--- src/rtl/adcfz_pkg.sv ---
package adcfz_pkg;
  typedef enum logic [1:0] {
    FZ_RUN  = 2'b00,
    FZ_WAIT = 2'b01,
    FZ_HOLD = 2'b10
  } fz_state_t;

  localparam logic [1:0] ACC_NONE = 2'b00;
  localparam logic [1:0] ACC_RO   = 2'b01;
  localparam logic [1:0] ACC_FULL = 2'b10;
endpackage

--- src/rtl/adcfz_freeze_fsm.sv ---
module adcfz_freeze_fsm
  import adcfz_pkg::*;
#(
  parameter int PTR_W = 6
) (
  input  logic             clk,
  input  logic             rst_n,
  input  logic             frz_req,
  input  logic             frz_en,
  input  logic             q_active,
  input  logic             conv_busy,
  input  logic             conv_done,
  input  logic             qmode_chg,
  input  logic             q2_abort,
  input  logic [PTR_W-1:0] qptr,
  output logic             frozen,
  output logic             resume,
  output logic [PTR_W-1:0] saved_ptr
);
  fz_state_t        st_q, st_d;
  logic [PTR_W-1:0] ptr_q, ptr_d;
  logic             res_d, res_q;
  logic             want, cut_now, enter;

  assign want    = frz_req & frz_en;
  // conversion boundary reached, nothing in flight, or forced cut
  assign cut_now = ~q_active | ~conv_busy | conv_done | qmode_chg | q2_abort;

  always_comb begin
    st_d = st_q;
    unique case (st_q)
      FZ_RUN:  if (want) st_d = cut_now ? FZ_HOLD : FZ_WAIT;
      FZ_WAIT: if (!want) st_d = FZ_RUN;
               else if (cut_now) st_d = FZ_HOLD;
      FZ_HOLD: if (!want) st_d = FZ_RUN;
      default: st_d = FZ_RUN;
    endcase
  end

  assign enter = (st_d == FZ_HOLD) && (st_q != FZ_HOLD);

  always_comb begin
    ptr_d = ptr_q;
    if (enter && q_active) ptr_d = qptr;
  end

  assign res_d = (st_q == FZ_HOLD) && (st_d == FZ_RUN);

  always_ff @(posedge clk or negedge rst_n) begin
    if (!rst_n) begin
      st_q  <= FZ_RUN;
      ptr_q <= '0;
      res_q <= 1'b0;
    end else begin
      st_q  <= st_d;
      res_q <= res_d;
      if (enter) ptr_q <= ptr_d;
    end
  end

  assign frozen    = (st_q == FZ_HOLD);
  assign resume    = res_q;
  assign saved_ptr = ptr_q;

  AST_FRZ_NEEDS_EN: assert property (@(posedge clk) disable iff (!rst_n)
    $rose(frozen) |-> $past(frz_req && frz_en));
  AST_IDLE_FAST: assert property (@(posedge clk) disable iff (!rst_n)
    (st_q == FZ_RUN && frz_req && frz_en && !q_active) |=> frozen);
  AST_WAIT_HOLDS: assert property (@(posedge clk) disable iff (!rst_n)
    (st_q == FZ_WAIT && frz_req && frz_en && q_active && conv_busy && !conv_done
     && !qmode_chg && !q2_abort) |=> !frozen);
  AST_CUT_FAST: assert property (@(posedge clk) disable iff (!rst_n)
    (st_q == FZ_WAIT && frz_req && frz_en && (qmode_chg || q2_abort)) |=> frozen);
  AST_PTR_KEPT: assert property (@(posedge clk) disable iff (!rst_n)
    (frozen && $past(frozen)) |-> $stable(saved_ptr));
  AST_RESUME_ONE: assert property (@(posedge clk) disable iff (!rst_n)
    resume |=> !resume);
  AST_RESUME_FROM_HOLD: assert property (@(posedge clk) disable iff (!rst_n)
    $rose(resume) |-> (!frozen && $past(frozen)));
endmodule

--- src/rtl/adcfz_stop_ctl.sv ---
module adcfz_stop_ctl (
  input  logic clk,
  input  logic rst_n,
  input  logic stop_req,
  input  logic stop_en,
  output logic stopped
);
  logic stp_d, stp_q;

  always_comb stp_d = stop_req & stop_en;

  always_ff @(posedge clk or negedge rst_n) begin
    if (!rst_n) stp_q <= 1'b0;
    else        stp_q <= stp_d;
  end

  assign stopped = stp_q;

  AST_STOP_GATED: assert property (@(posedge clk) disable iff (!rst_n)
    !stop_en |=> !stopped);
endmodule

--- src/rtl/adcfz_trig_gate.sv ---
module adcfz_trig_gate #(
  parameter int N_TRIG = 2
) (
  input  logic              clk,
  input  logic              rst_n,
  input  logic              frozen,
  input  logic [N_TRIG-1:0] trig_in,
  output logic [N_TRIG-1:0] trig_cap
);
  logic [N_TRIG-1:0] cap_d, cap_q;

  for (genvar g = 0; g < N_TRIG; g++) begin : g_lane
    always_comb cap_d[g] = trig_in[g] & ~frozen;

    always_ff @(posedge clk or negedge rst_n) begin
      if (!rst_n) cap_q[g] <= 1'b0;
      else        cap_q[g] <= cap_d[g];
    end
  end

  assign trig_cap = cap_q;

  AST_TRIG_DROP: assert property (@(posedge clk) disable iff (!rst_n)
    frozen |=> (trig_cap == '0));
endmodule

--- src/rtl/adcfz_access.sv ---
module adcfz_access
  import adcfz_pkg::*;
(
  input  logic       stopped,
  output logic [1:0] acc_cfg,
  output logic [1:0] acc_ctl0,
  output logic [1:0] acc_ctl12,
  output logic [1:0] acc_ram
);
  always_comb begin
    acc_cfg   = ACC_FULL;
    acc_ctl0  = ACC_FULL;
    acc_ctl12 = ACC_FULL;
    acc_ram   = ACC_FULL;
    if (stopped) begin
      acc_ctl0  = ACC_RO;
      acc_ctl12 = ACC_RO;
      acc_ram   = ACC_NONE;
    end
  end

  always_comb begin
    if (stopped) AST_RAM_CLOSED: assert (acc_ram == ACC_NONE);
  end
endmodule

--- src/rtl/adcfz_ctl.sv ---
module adcfz_ctl
  import adcfz_pkg::*;
#(
  parameter int PTR_W  = 6,
  parameter int N_TRIG = 2
) (
  input  logic              clk,
  input  logic              rst_n,
  input  logic              frz_req,
  input  logic              frz_en,
  input  logic              stop_en,
  input  logic              stop_req,
  input  logic              q_active,
  input  logic              conv_busy,
  input  logic              conv_done,
  input  logic              qmode_chg,
  input  logic              q2_abort,
  input  logic [N_TRIG-1:0] trig_in,
  input  logic [PTR_W-1:0]  qptr,
  output logic              frozen,
  output logic              stopped,
  output logic              qclk_hold,
  output logic              pit_hold,
  output logic [PTR_W-1:0]  saved_ptr,
  output logic              resume,
  output logic [N_TRIG-1:0] trig_cap,
  output logic              ctl_rst,
  output logic [1:0]        acc_cfg,
  output logic [1:0]        acc_ctl0,
  output logic [1:0]        acc_ctl12,
  output logic [1:0]        acc_ram
);
  localparam int SYNC_N = 2;

  logic [SYNC_N-1:0] rsync_q;
  logic              rst_ni;

  always_ff @(posedge clk or negedge rst_n) begin
    if (!rst_n) rsync_q <= '0;
    else        rsync_q <= {rsync_q[SYNC_N-2:0], 1'b1};
  end
  assign rst_ni = rsync_q[SYNC_N-1];

  adcfz_freeze_fsm #(.PTR_W(PTR_W)) u_frz (
    .clk(clk), .rst_n(rst_ni), .frz_req(frz_req), .frz_en(frz_en),
    .q_active(q_active), .conv_busy(conv_busy), .conv_done(conv_done),
    .qmode_chg(qmode_chg), .q2_abort(q2_abort), .qptr(qptr),
    .frozen(frozen), .resume(resume), .saved_ptr(saved_ptr)
  );

  adcfz_stop_ctl u_stop (
    .clk(clk), .rst_n(rst_ni), .stop_req(stop_req), .stop_en(stop_en),
    .stopped(stopped)
  );

  adcfz_trig_gate #(.N_TRIG(N_TRIG)) u_trig (
    .clk(clk), .rst_n(rst_ni), .frozen(frozen), .trig_in(trig_in),
    .trig_cap(trig_cap)
  );

  adcfz_access u_acc (
    .stopped(stopped), .acc_cfg(acc_cfg), .acc_ctl0(acc_ctl0),
    .acc_ctl12(acc_ctl12), .acc_ram(acc_ram)
  );

  always_comb begin
    qclk_hold = frozen | stopped;
    pit_hold  = frozen | stopped;
    ctl_rst   = stopped;
  end

  AST_FRZ_HOLDS: assert property (@(posedge clk) disable iff (!rst_ni)
    frozen |-> (qclk_hold && pit_hold));
  AST_STOP_HOLDS: assert property (@(posedge clk) disable iff (!rst_ni)
    stopped |-> (pit_hold && ctl_rst));
  AST_FRZ_NO_RAM_CUT: assert property (@(posedge clk) disable iff (!rst_ni)
    (frozen && !stopped) |-> (acc_ram == ACC_FULL));
endmodule

--- config.mk ---
export PLATFORM = sky130hd
export DESIGN_NAME = adcfz_ctl
export DESIGN_NICKNAME = d
export VERILOG_FILES = /design/src/rtl/adcfz_pkg.sv /design/src/rtl/adcfz_freeze_fsm.sv /design/src/rtl/adcfz_stop_ctl.sv /design/src/rtl/adcfz_trig_gate.sv /design/src/rtl/adcfz_access.sv /design/src/rtl/adcfz_ctl.sv
export SDC_FILE = /design/constraint.sdc
export NUM_CORES = 1
export LEC_CHECK = 0
export ABC_AREA = 1
export BUFFER_PORTS_ARGS = -buffer_cell sky130_fd_sc_hd__buf_2
export CAP_MARGIN = 20
export CORE_MARGIN = 10
export CORE_UTILIZATION = 39
export CTS_BUF_LIST = sky130_fd_sc_hd__clkbuf_4 sky130_fd_sc_hd__clkbuf_8
export CTS_CLUSTER_SIZE = 28
export DETAILED_ROUTE_END_ITERATION = 6
export GPL_TIMING_DRIVEN = 0
export PLACE_DENSITY = 0.76
export REMOVE_ABC_BUFFERS = 1
export SLEW_MARGIN = 20
export SYNTH_ARGS = -nofsm -noshare
export SYNTH_HDL_FRONTEND = slang
export SYNTH_HIERARCHICAL = 1
export SYNTH_SLANG_ARGS = --single-unit
export TNS_END_PERCENT = 20
--- constraint.sdc ---
create_clock -name clk -period 0.85 [get_ports clk]
set_input_delay 0.1275 -clock clk [delete_from_list [all_inputs] [get_ports clk]]
set_output_delay 0.1275 -clock clk [all_outputs]
set_load 0.02 [all_outputs]
==> results.toml, run 1 <==
[run_status]
status = "finished with violations"
violations = "setup timing"

[power]
pwr-share-clk_pct = 21.8
p_per_area_nw_per_um2 = 1671
seqPwrFrac_pct = 48.8
peakVddDrop_uv = 1143
finalPower_mw = 1.625
combPwrFrac_pct = 29.5
leakage_nw = 0.5564
netSwitchingFraction_pct = 31.59
netSwitchingPower_mw = 0.5133
p_int_mw = 1.112

[clocking]
cts_root_buf = "clkbuf_4"
cts.sinks = 14
clkTransAtPathRegs_ns = 0.07
clk_latency_ns = 0.27
cts_max_level = 1
clock_path_buffers = 2
cts_tree = "done"
numCtsBuffers = 3

[worst_setup_path]
cp_max_fo = 6
crit_path_start_kind = "register"
r2r-start = "u_frz/st_q[1]$_DFF_PN0_"
required_ns = 1.01
cp-end-kind = "register"
cp.arrival_ns = 1.35
r2r-end = "u_frz/saved_ptr[0]$_DFFE_PN0P_"
rrSetupSlack_ns = -0.35
critPathKind = "reg2reg"
r2r_cells = 7

[sta]
worst_slack_ns = -0.3451
clock.fmax_mhz = 836.7
fin_crit_sh_pct = 140.6
finalHoldViolCount = 0
final.min_clock_period_ns = 1.195
fin_skew_ns = 0.007566
hold_slack_ns = 0.04479
rsz0062_at_grt = "yes"
finalSetupViolCount = 28
tns_ns = -5.185
drv_slew = 0

[floorplan]
dieArea_sq_um = 3769
chipWidth_microns = 61.39
top_level_ports = 41
core_sq_um = 1559
initial_core_util_pct = 42.86
row_count = 14
die_y_microns = 61.39

[global_route]
gr-total-overflow = 0
grt_pass1_vias = 606
antenna_found_initial = 0
grt_start_max_net_pins = 13
grt_use_total_pct = 8.683
grt_pass1_wl_microns = 2553

[drt]
drtPass1Iterations = 4
via_per_inst = 4.516
avgRoutedWirePerCell_microns = 12.73
ant_nets = 0
num_vias = 578
drt-initial-drc-count = 7
drt_wl_total_microns = 1629
drc = 0

[final_layout]
most-common-layout-cells = "buf_2, nand2_1, dfrtp_1"
num_antenna_cells = 0
final_nets = 133
design_area_sq_um = 972.2
area_growth_pct = 45.51
drive_above_1_share_pct = 53.57
finalNonFillerCells = 128
final_common_cell = "buf_2"
nFillCells = 130
utilization_pct = 62.36

[synth]
synth-seq-cells = 14
netlist_instances = 72
syn_area_sq_um = 668.1
ys_warn_count = 6
syn_area_per_cell_sq_um = 9.280
synth_cell_types = 15
ys_seq_area_share_pct = 52.43

[hold_path]
min_to = "u_stop/stopped$_DFF_PN0_"
hold_path.class = "in2reg"
min_from = "stop_en"
holdPathStages = 3

[placed_design]
dp_hpwl_microns = 1279
post-place-ws_ns = -0.2463
place_congestion = 0.6879
io_buffers = 37
dp_cells = 117
post_dp_cell_area_sq_um = 809.5

[run]
max-cap-violations = 0
-- flip-flops by register name, indices dropped and copies added, names as in the netlist --
register and flops:
u_stop/stopped 1, rsync_q 2, u_trig/trig_cap 2, u_frz/st_q 2
u_frz/resume 1, u_frz/saved_ptr 6
-- logic make-up (layout without fill, tap and decap cells) --
logic type,count (synthesis),in the layout,synth area share (%)
and+or+nand+nor,35,35,29.59
DFF,14,14,52.44
buffers and inverters,20,59,16.29
other,3,4,1.685
-- power groups by stage --
| stage | registers [mW] | clock network [mW] | logic [mW] |
|---|---|---|---|
| floorplan | 0.888 | 0 | 0.136 |
| global placement | 0.794 | 0 | 0.384 |
| detailed placement | 0.798 | 0 | 0.391 |
| CTS | 0.786 | 0.364 | 0.439 |
| global route | 0.802 | 0.396 | 0.515 |
| finish | 0.792 | 0.354 | 0.479 |
-- cell type report --
| class | instances | area, sq um | share of cell area, % |
|---|---|---|---|
| clock buffer | 3 | 22.52 | 2.317 |
| inverter | 11 | 41.29 | 4.247 |
| multi-input combinational | 39 | 237.7 | 24.45 |
| sequential | 14 | 350.3 | 36.04 |
| tap | 16 | 20.02 | 2.059 |
| timing repair buffer | 45 | 300.3 | 30.89 |
-- routing by layer --
layer / track usage [%] / up-vias / wire length [microns]
li1: - / 291 / -
met5: 0 / - / 0
met4: 2.866 / 0 / 5
met1: 9.427 / 256 / 681
met2: 14.79 / 29 / 752
met3: 3.909 / 2 / 190
-- worst max path at each step --
stage / cells after the start / slack (ns) / start / endpoint
floorplan: 1 / -0.54 / u_stop/stopped$_DFF_PN0_ / acc_ctl0[1]
global placement: 6 / -0.22 / u_frz/st_q[1]$_DFF_PN0_ / u_frz/saved_ptr[3]$_DFFE_PN0P_
detailed placement: 6 / -0.25 / u_frz/st_q[1]$_DFF_PN0_ / u_frz/saved_ptr[3]$_DFFE_PN0P_
CTS: 7 / -0.34 / u_frz/st_q[1]$_DFF_PN0_ / u_frz/saved_ptr[3]$_DFFE_PN0P_
global route: 7 / -0.40 / u_frz/st_q[1]$_DFF_PN0_ / u_frz/saved_ptr[5]$_DFFE_PN0P_
finish: 7 / -0.35 / u_frz/st_q[1]$_DFF_PN0_ / u_frz/saved_ptr[0]$_DFFE_PN0P_
-- synth_stat cells (all sizes together) --
library cell	instances	share of area, %
nand3	2	4.1
nand2	18	10
conb	3	1.7
inv	11	6.2
dfrtp	14	52
nor2	7	7.9
nand4	6	5.6
nor3	2	1.5
buf	9	10
-- critical path: stages, from the launching register on --
cell and delay [ns]:
dfrtp_1 0.39, inv_2 0.08, nor2_4 0.05, buf_4 0.14, nor2_4 0.17, nand3_4 0.13, nand2_1 0.09, nand2_1 0.04
-- repair_timing --
item                                   in CTS  in global routing
buffers inserted                            6                  1
hold buffers                                1                  0
endpoints found under the hold margin       2                  0
resized for setup                          11                 15
pin swaps                                   4                  4
setup endpoints to repair                  30                 30
(Power assumes the default switching activity.)
==> run 2: changes to the inputs <==
GPL_TIMING_DRIVEN = 1   (was 0)
==> run 2 against run 1 <==
  * The flow still finishes with violations (setup timing)
  * Setup slack got worse by 0.0065 ns
  * Critical path depth did not move
  * Design area grew 0.64%
  * Sequential share of layout area shrank 0.23 points
  * Maximum frequency is 0.54% lower
  * First-iteration DRC count increased by 43%
  * Final cell count increased by 2.3%
  * Clock-buffer cell count is 1 higher
  * Sequential cell count stayed put
  * Via count is 1.2% higher
  * Wire length rose by 6.9%
==> results.toml, run 2 (synthesis results as in run 1) <==
[run_status]
status = "finished with violations"
violations = "setup timing"

[final_layout]
area_growth_pct = 46.44
largest_reg_flops = 6
most-common-layout-cells = "buf_2, dfrtp_1, nand2_1"
num_antenna_cells = 0
nFillCells = 140
final_nets = 135
utilization_pct = 62.76
drive_above_1_share_pct = 55.65
design_area_sq_um = 978.4
final_common_cell = "buf_2"

[drt]
drtPass1Iterations = 4
drc = 0
ant_nets = 0
drt_wl_total_microns = 1741
via_per_inst = 4.466
drt-initial-drc-count = 10
avgRoutedWirePerCell_microns = 13.29
num_vias = 585

[worst_setup_path]
cp_common_cell = "nand2_1"
crit_path_start_kind = "register"
path_buf_inv = 2
cp_max_fo = 7
cp.arrival_ns = 1.37
cpLargestDelayFamily = "simple AND/OR/NAND/NOR gates"
cp-end-kind = "register"
critPathKind = "reg2reg"
required_ns = 1.02
cp_slowest_stage_delay_ns = 0.40
path_cells = "buf_4, nand2_1, inv_2, nor2_8, nand3_4, nand2_1, nand2_1"
cp_slowest_cell = "dfrtp_1"

[floorplan]
core_sq_um = 1559
row_count = 14
top_level_ports = 41
chipWidth_microns = 61.39
dieArea_sq_um = 3769
die_y_microns = 61.39
initial_core_util_pct = 42.86

[sta]
drv_slew = 0
clock.fmax_mhz = 832.2
rsz0062_at_grt = "yes"
finalHoldViolCount = 0
worst_slack_ns = -0.3516
finalSetupViolCount = 28
fin_crit_sh_pct = 141.4
final.min_clock_period_ns = 1.202
fin_skew_ns = 0.003406
tns_ns = -5.997

[global_route]
antenna_found_initial = 0
grt_start_max_net_pins = 13
met3_usage_pct = 3.704
grt_use_total_pct = 9.408
grt_pass1_vias = 612
gr-total-overflow = 0
busiest_layer = "met2"
grt_pass1_wl_microns = 2628
met2_usage_pct = 15.83
gr-usage-met1_pct = 10.06

[clocking]
cts_tree = "done"
clkTransAtPathRegs_ns = 0.08
cts.sinks = 14
clock_path_buffers = 2
clk_latency_ns = 0.27
cts_max_level = 1
numCtsBuffers = 3
cts_root_buf = "clkbuf_4"

[run]
max-cap-violations = 0

[placed_design]
place_congestion = 0.7649
post_dp_cell_area_sq_um = 824.5
post-place-ws_ns = -0.2607
dp_hpwl_microns = 1332
io_buffers = 37

[power]
leakage_nw = 0.5642
peakVddDrop_uv = 1211
finalPower_mw = 1.734
p_per_area_nw_per_um2 = 1772

[hold_path]
hold_path.class = "in2reg"
## run 2: cell types whose count changed in the layout (fill, tap and decap cells not counted), sizes merged
cell,change
buf,+1
clkbuf,+1
nand3,+1
## run 2: final cells by class
| cell class | instances | area, sq um | area share, % |
|---|---|---|---|
| clock buffers | 4 | 36.28 | 3.708 |
| multi-input cells | 40 | 245.2 | 25.06 |
| repair buffers | 46 | 285.3 | 29.16 |
| flip-flops and latches | 14 | 350.3 | 35.81 |
| well taps | 16 | 20.02 | 2.046 |
| inverters | 11 | 41.29 | 4.220 |
## run 2: what timing repair did
item	4_1_cts	5_1_grt
gates resized for setup	14	6
hold buffers	1	0
setup buffers	6	0
pin swaps	6	3
endpoints found under the setup margin	30	30
gates cloned	1	0
hold endpoints to repair	2	0
## run 2: worst register-to-register path, cell delays in order (launching register included)
cell and delay (ns):
dfrtp_1 0.40, buf_4 0.15, nand2_1 0.08, inv_2 0.07, nor2_8 0.13, nand3_4 0.14
nand2_1 0.09, nand2_1 0.04
## run 2: worst paths after layout
check,startpoint,endpoint,slack [ns],cells after the start
hold / removal,stop_en,u_stop/stopped$_DFF_PN0_,0.03,3
max in group asynchronous,rsync_q[1]$_DFF_PN0_,u_trig/trig_cap[1]$_DFF_PN0_,0.34,0
hold reg to reg,rsync_q[1]$_DFF_PN0_,u_frz/saved_ptr[2]$_DFFE_PN0P_,0.19,0
min in group asynchronous,rst_n,rsync_q[0]$_DFF_PN0_,0.15,2
setup reg to reg,u_frz/st_q[1]$_DFF_PN0_,u_frz/saved_ptr[3]$_DFFE_PN0P_,-0.35,7
setup / recovery,u_frz/st_q[1]$_DFF_PN0_,u_frz/saved_ptr[3]$_DFFE_PN0P_,-0.35,7
## run 2: power by group
group | internal (mW) | total (mW) | switching [mW] | leakage, nW
Combinational | 0.197 | 0.472 | 0.275 | 0.367
Sequential | 0.738 | 0.794 | 0.0561 | 0.176
Clock | 0.260 | 0.468 | 0.207 | 0.0210
## run 2: routing by layer
metal	routed length [microns]	vias up
li1	-	295
met1	694	257
met2	814	31
met3	227	2
met4	5	0
met5	0	-
## run 2: per-stage QoR
stage / instances / hold WS (ns)
2_1_floorplan: 64 / -0.1681
3_3_place_gp: 119 / -0.08751
3_5_place_dp: 119 / -0.08478
4_1_cts: 131 / 0.02478
5_1_grt: 131 / 0.04901
6_report: 131 / 0.03255
==> run 3: changes to the inputs <==
SKIP_LAST_GASP = 1   (was unset)
==> run 3 against run 2 <==
  * The run still ends with setup timing left
  * Global-route usage is essentially flat
  * Largest cell class unchanged
  * Largest power group unchanged
  * Register-to-register slack is essentially flat
  * Combinational power decreased by 3%
  * Via count grew 0.17%
  * Maximum frequency is 0.16% lower
  * Clock skew is essentially flat
==> results.toml, run 3 (synthesis results as in run 1) <==
[worst_setup_path]
r2r-end = "u_frz/saved_ptr[4]$_DFFE_PN0P_"
cpLargestDelayFamily = "simple AND/OR/NAND/NOR gates"
r2r-start = "u_frz/st_q[1]$_DFF_PN0_"
crit_path_start_kind = "register"
cp_max_fo = 7
startpoint = "u_frz/st_q[1]$_DFF_PN0_"
crit_end = "u_frz/saved_ptr[4]$_DFFE_PN0P_"
cp-end-kind = "register"
path_cells = "buf_4, nand2_1, inv_2, nor2_8, nand3_4, nand2_2, nand2_1"
r2r_cells = 7
rrSetupSlack_ns = -0.35
required_ns = 1.02
cp.depth = 7
cp_slowest_cell = "dfrtp_1"
cp_slowest_stage_delay_ns = 0.40
cp_common_cell = "nand2_1"
cp.arrival_ns = 1.37
path_buf_inv = 2
critPathKind = "reg2reg"

[sta]
final.min_clock_period_ns = 1.204
clock.fmax_mhz = 830.9
rsz0062_at_grt = "yes"
finalSetupViolCount = 28
drv_slew = 0
tns_ns = -6.085
fin_skew_ns = 0.003066
worst_slack_ns = -0.3535
finalHoldViolCount = 0
hold_slack_ns = 0.03264
fin_crit_sh_pct = 141.6

[run_status]
violations = "setup timing"
status = "finished with violations"

[global_route]
antenna_found_initial = 0
grt_pass1_vias = 610
grt_start_max_net_pins = 13
grt_use_total_pct = 9.450
gr-total-overflow = 0
grt_pass1_wl_microns = 2642

[clocking]
clock_path_buffers = 2
cts_root_buf = "clkbuf_4"
cts.sinks = 14
numCtsBuffers = 3
cts_max_level = 1
clkTransAtPathRegs_ns = 0.08
cts_tree = "done"
clk_latency_ns = 0.27

[floorplan]
die_y_microns = 61.39
core_sq_um = 1559
chipWidth_microns = 61.39
initial_core_util_pct = 42.86
row_count = 14
top_level_ports = 41
dieArea_sq_um = 3769

[drt]
drtPass1Iterations = 3
drt-initial-drc-count = 7
ant_nets = 0
avgRoutedWirePerCell_microns = 13.21
via_per_inst = 4.473
drc = 0
drt_wl_total_microns = 1730
num_vias = 586

[final_layout]
num_antenna_cells = 0
final_common_cell = "buf_2"
largest_reg_flops = 6
design_area_sq_um = 964.7
utilization_pct = 61.88
final_nets = 135
area_growth_pct = 44.38
most-common-layout-cells = "buf_2, dfrtp_1, nand2_1"
nFillCells = 142
drive_above_1_share_pct = 55.65
finalNonFillerCells = 131

[power]
netSwitchingPower_mw = 0.5358
pwr-share-clk_pct = 27.3
netSwitchingFraction_pct = 31.22
seqPwrFrac_pct = 46.1
leakage_nw = 0.5586
p_int_mw = 1.180
p_per_area_nw_per_um2 = 1779
peakVddDrop_uv = 1207
combPwrFrac_pct = 26.6
finalPower_mw = 1.716

[placed_design]
post_dp_cell_area_sq_um = 824.5
io_buffers = 37
dp_hpwl_microns = 1332
place_congestion = 0.7649
post-place-ws_ns = -0.2607
dp_cells = 119

[hold_path]
min_from = "stop_en"
hold_path.class = "in2reg"

[run]
max-cap-violations = 0
run 3: cell counts in the layout (fill, tap and decap cells not counted):
Identical to the previous run, type by type.
run 3: how the worst min path moves through the flow:
stage	depth (start not counted)	slack, ns	endpoint
2_1_floorplan	0	-0.17	rsync_q[0]$_DFF_PN0_
3_3_place_gp	1	-0.09	rsync_q[0]$_DFF_PN0_
3_5_place_dp	1	-0.08	rsync_q[0]$_DFF_PN0_
4_1_cts	3	0.02	u_stop/stopped$_DFF_PN0_
5_1_grt	3	0.05	u_trig/trig_cap[0]$_DFF_PN0_
6_report	3	0.03	u_stop/stopped$_DFF_PN0_
run 3: routing by layer:
| metal | routed length [microns] | vias up | GRT usage, % |
|---|---|---|---|
| met5 | 0 | - | 0 |
| met4 | 5 | 0 | 4.777 |
| met3 | 222 | 2 | 3.704 |
| met2 | 809 | 29 | 15.68 |
| met1 | 693 | 258 | 10.30 |
| li1 | - | 297 | - |
run 3: final cells by class:
class                   instances  area [sq um]  area share, %
flip-flops and latches         14         350.3          36.32
multi-input cells              40         245.2          25.42
clock buffers                   4         36.28          3.761
inverters                      11         41.29          4.280
well taps                      16         20.02          2.075
repair buffers                 46         271.5          28.15
run 3: power by group through the flow:
stage | logic, mW | registers [mW] | clock network (mW)
2_1_floorplan | 0.136 | 0.888 | 0
3_3_place_gp | 0.393 | 0.795 | 0
3_5_place_dp | 0.399 | 0.801 | 0
4_1_cts | 0.450 | 0.790 | 0.483
5_1_grt | 0.494 | 0.804 | 0.506
6_report | 0.456 | 0.792 | 0.468
run 3: tightest hold or removal path, cell delays in order:
cell	delay [ns]
buf_2	0.07
nand2_1	0.04
inv_1	0.04
run 3: timing repair:
item	CTS	global route
hold buffers	1	0
buffers inserted	6	0
endpoints found under the setup margin	30	30
pin swaps	6	4
hold endpoints to repair	2	0
resized for setup	11	4
gates cloned	1	0
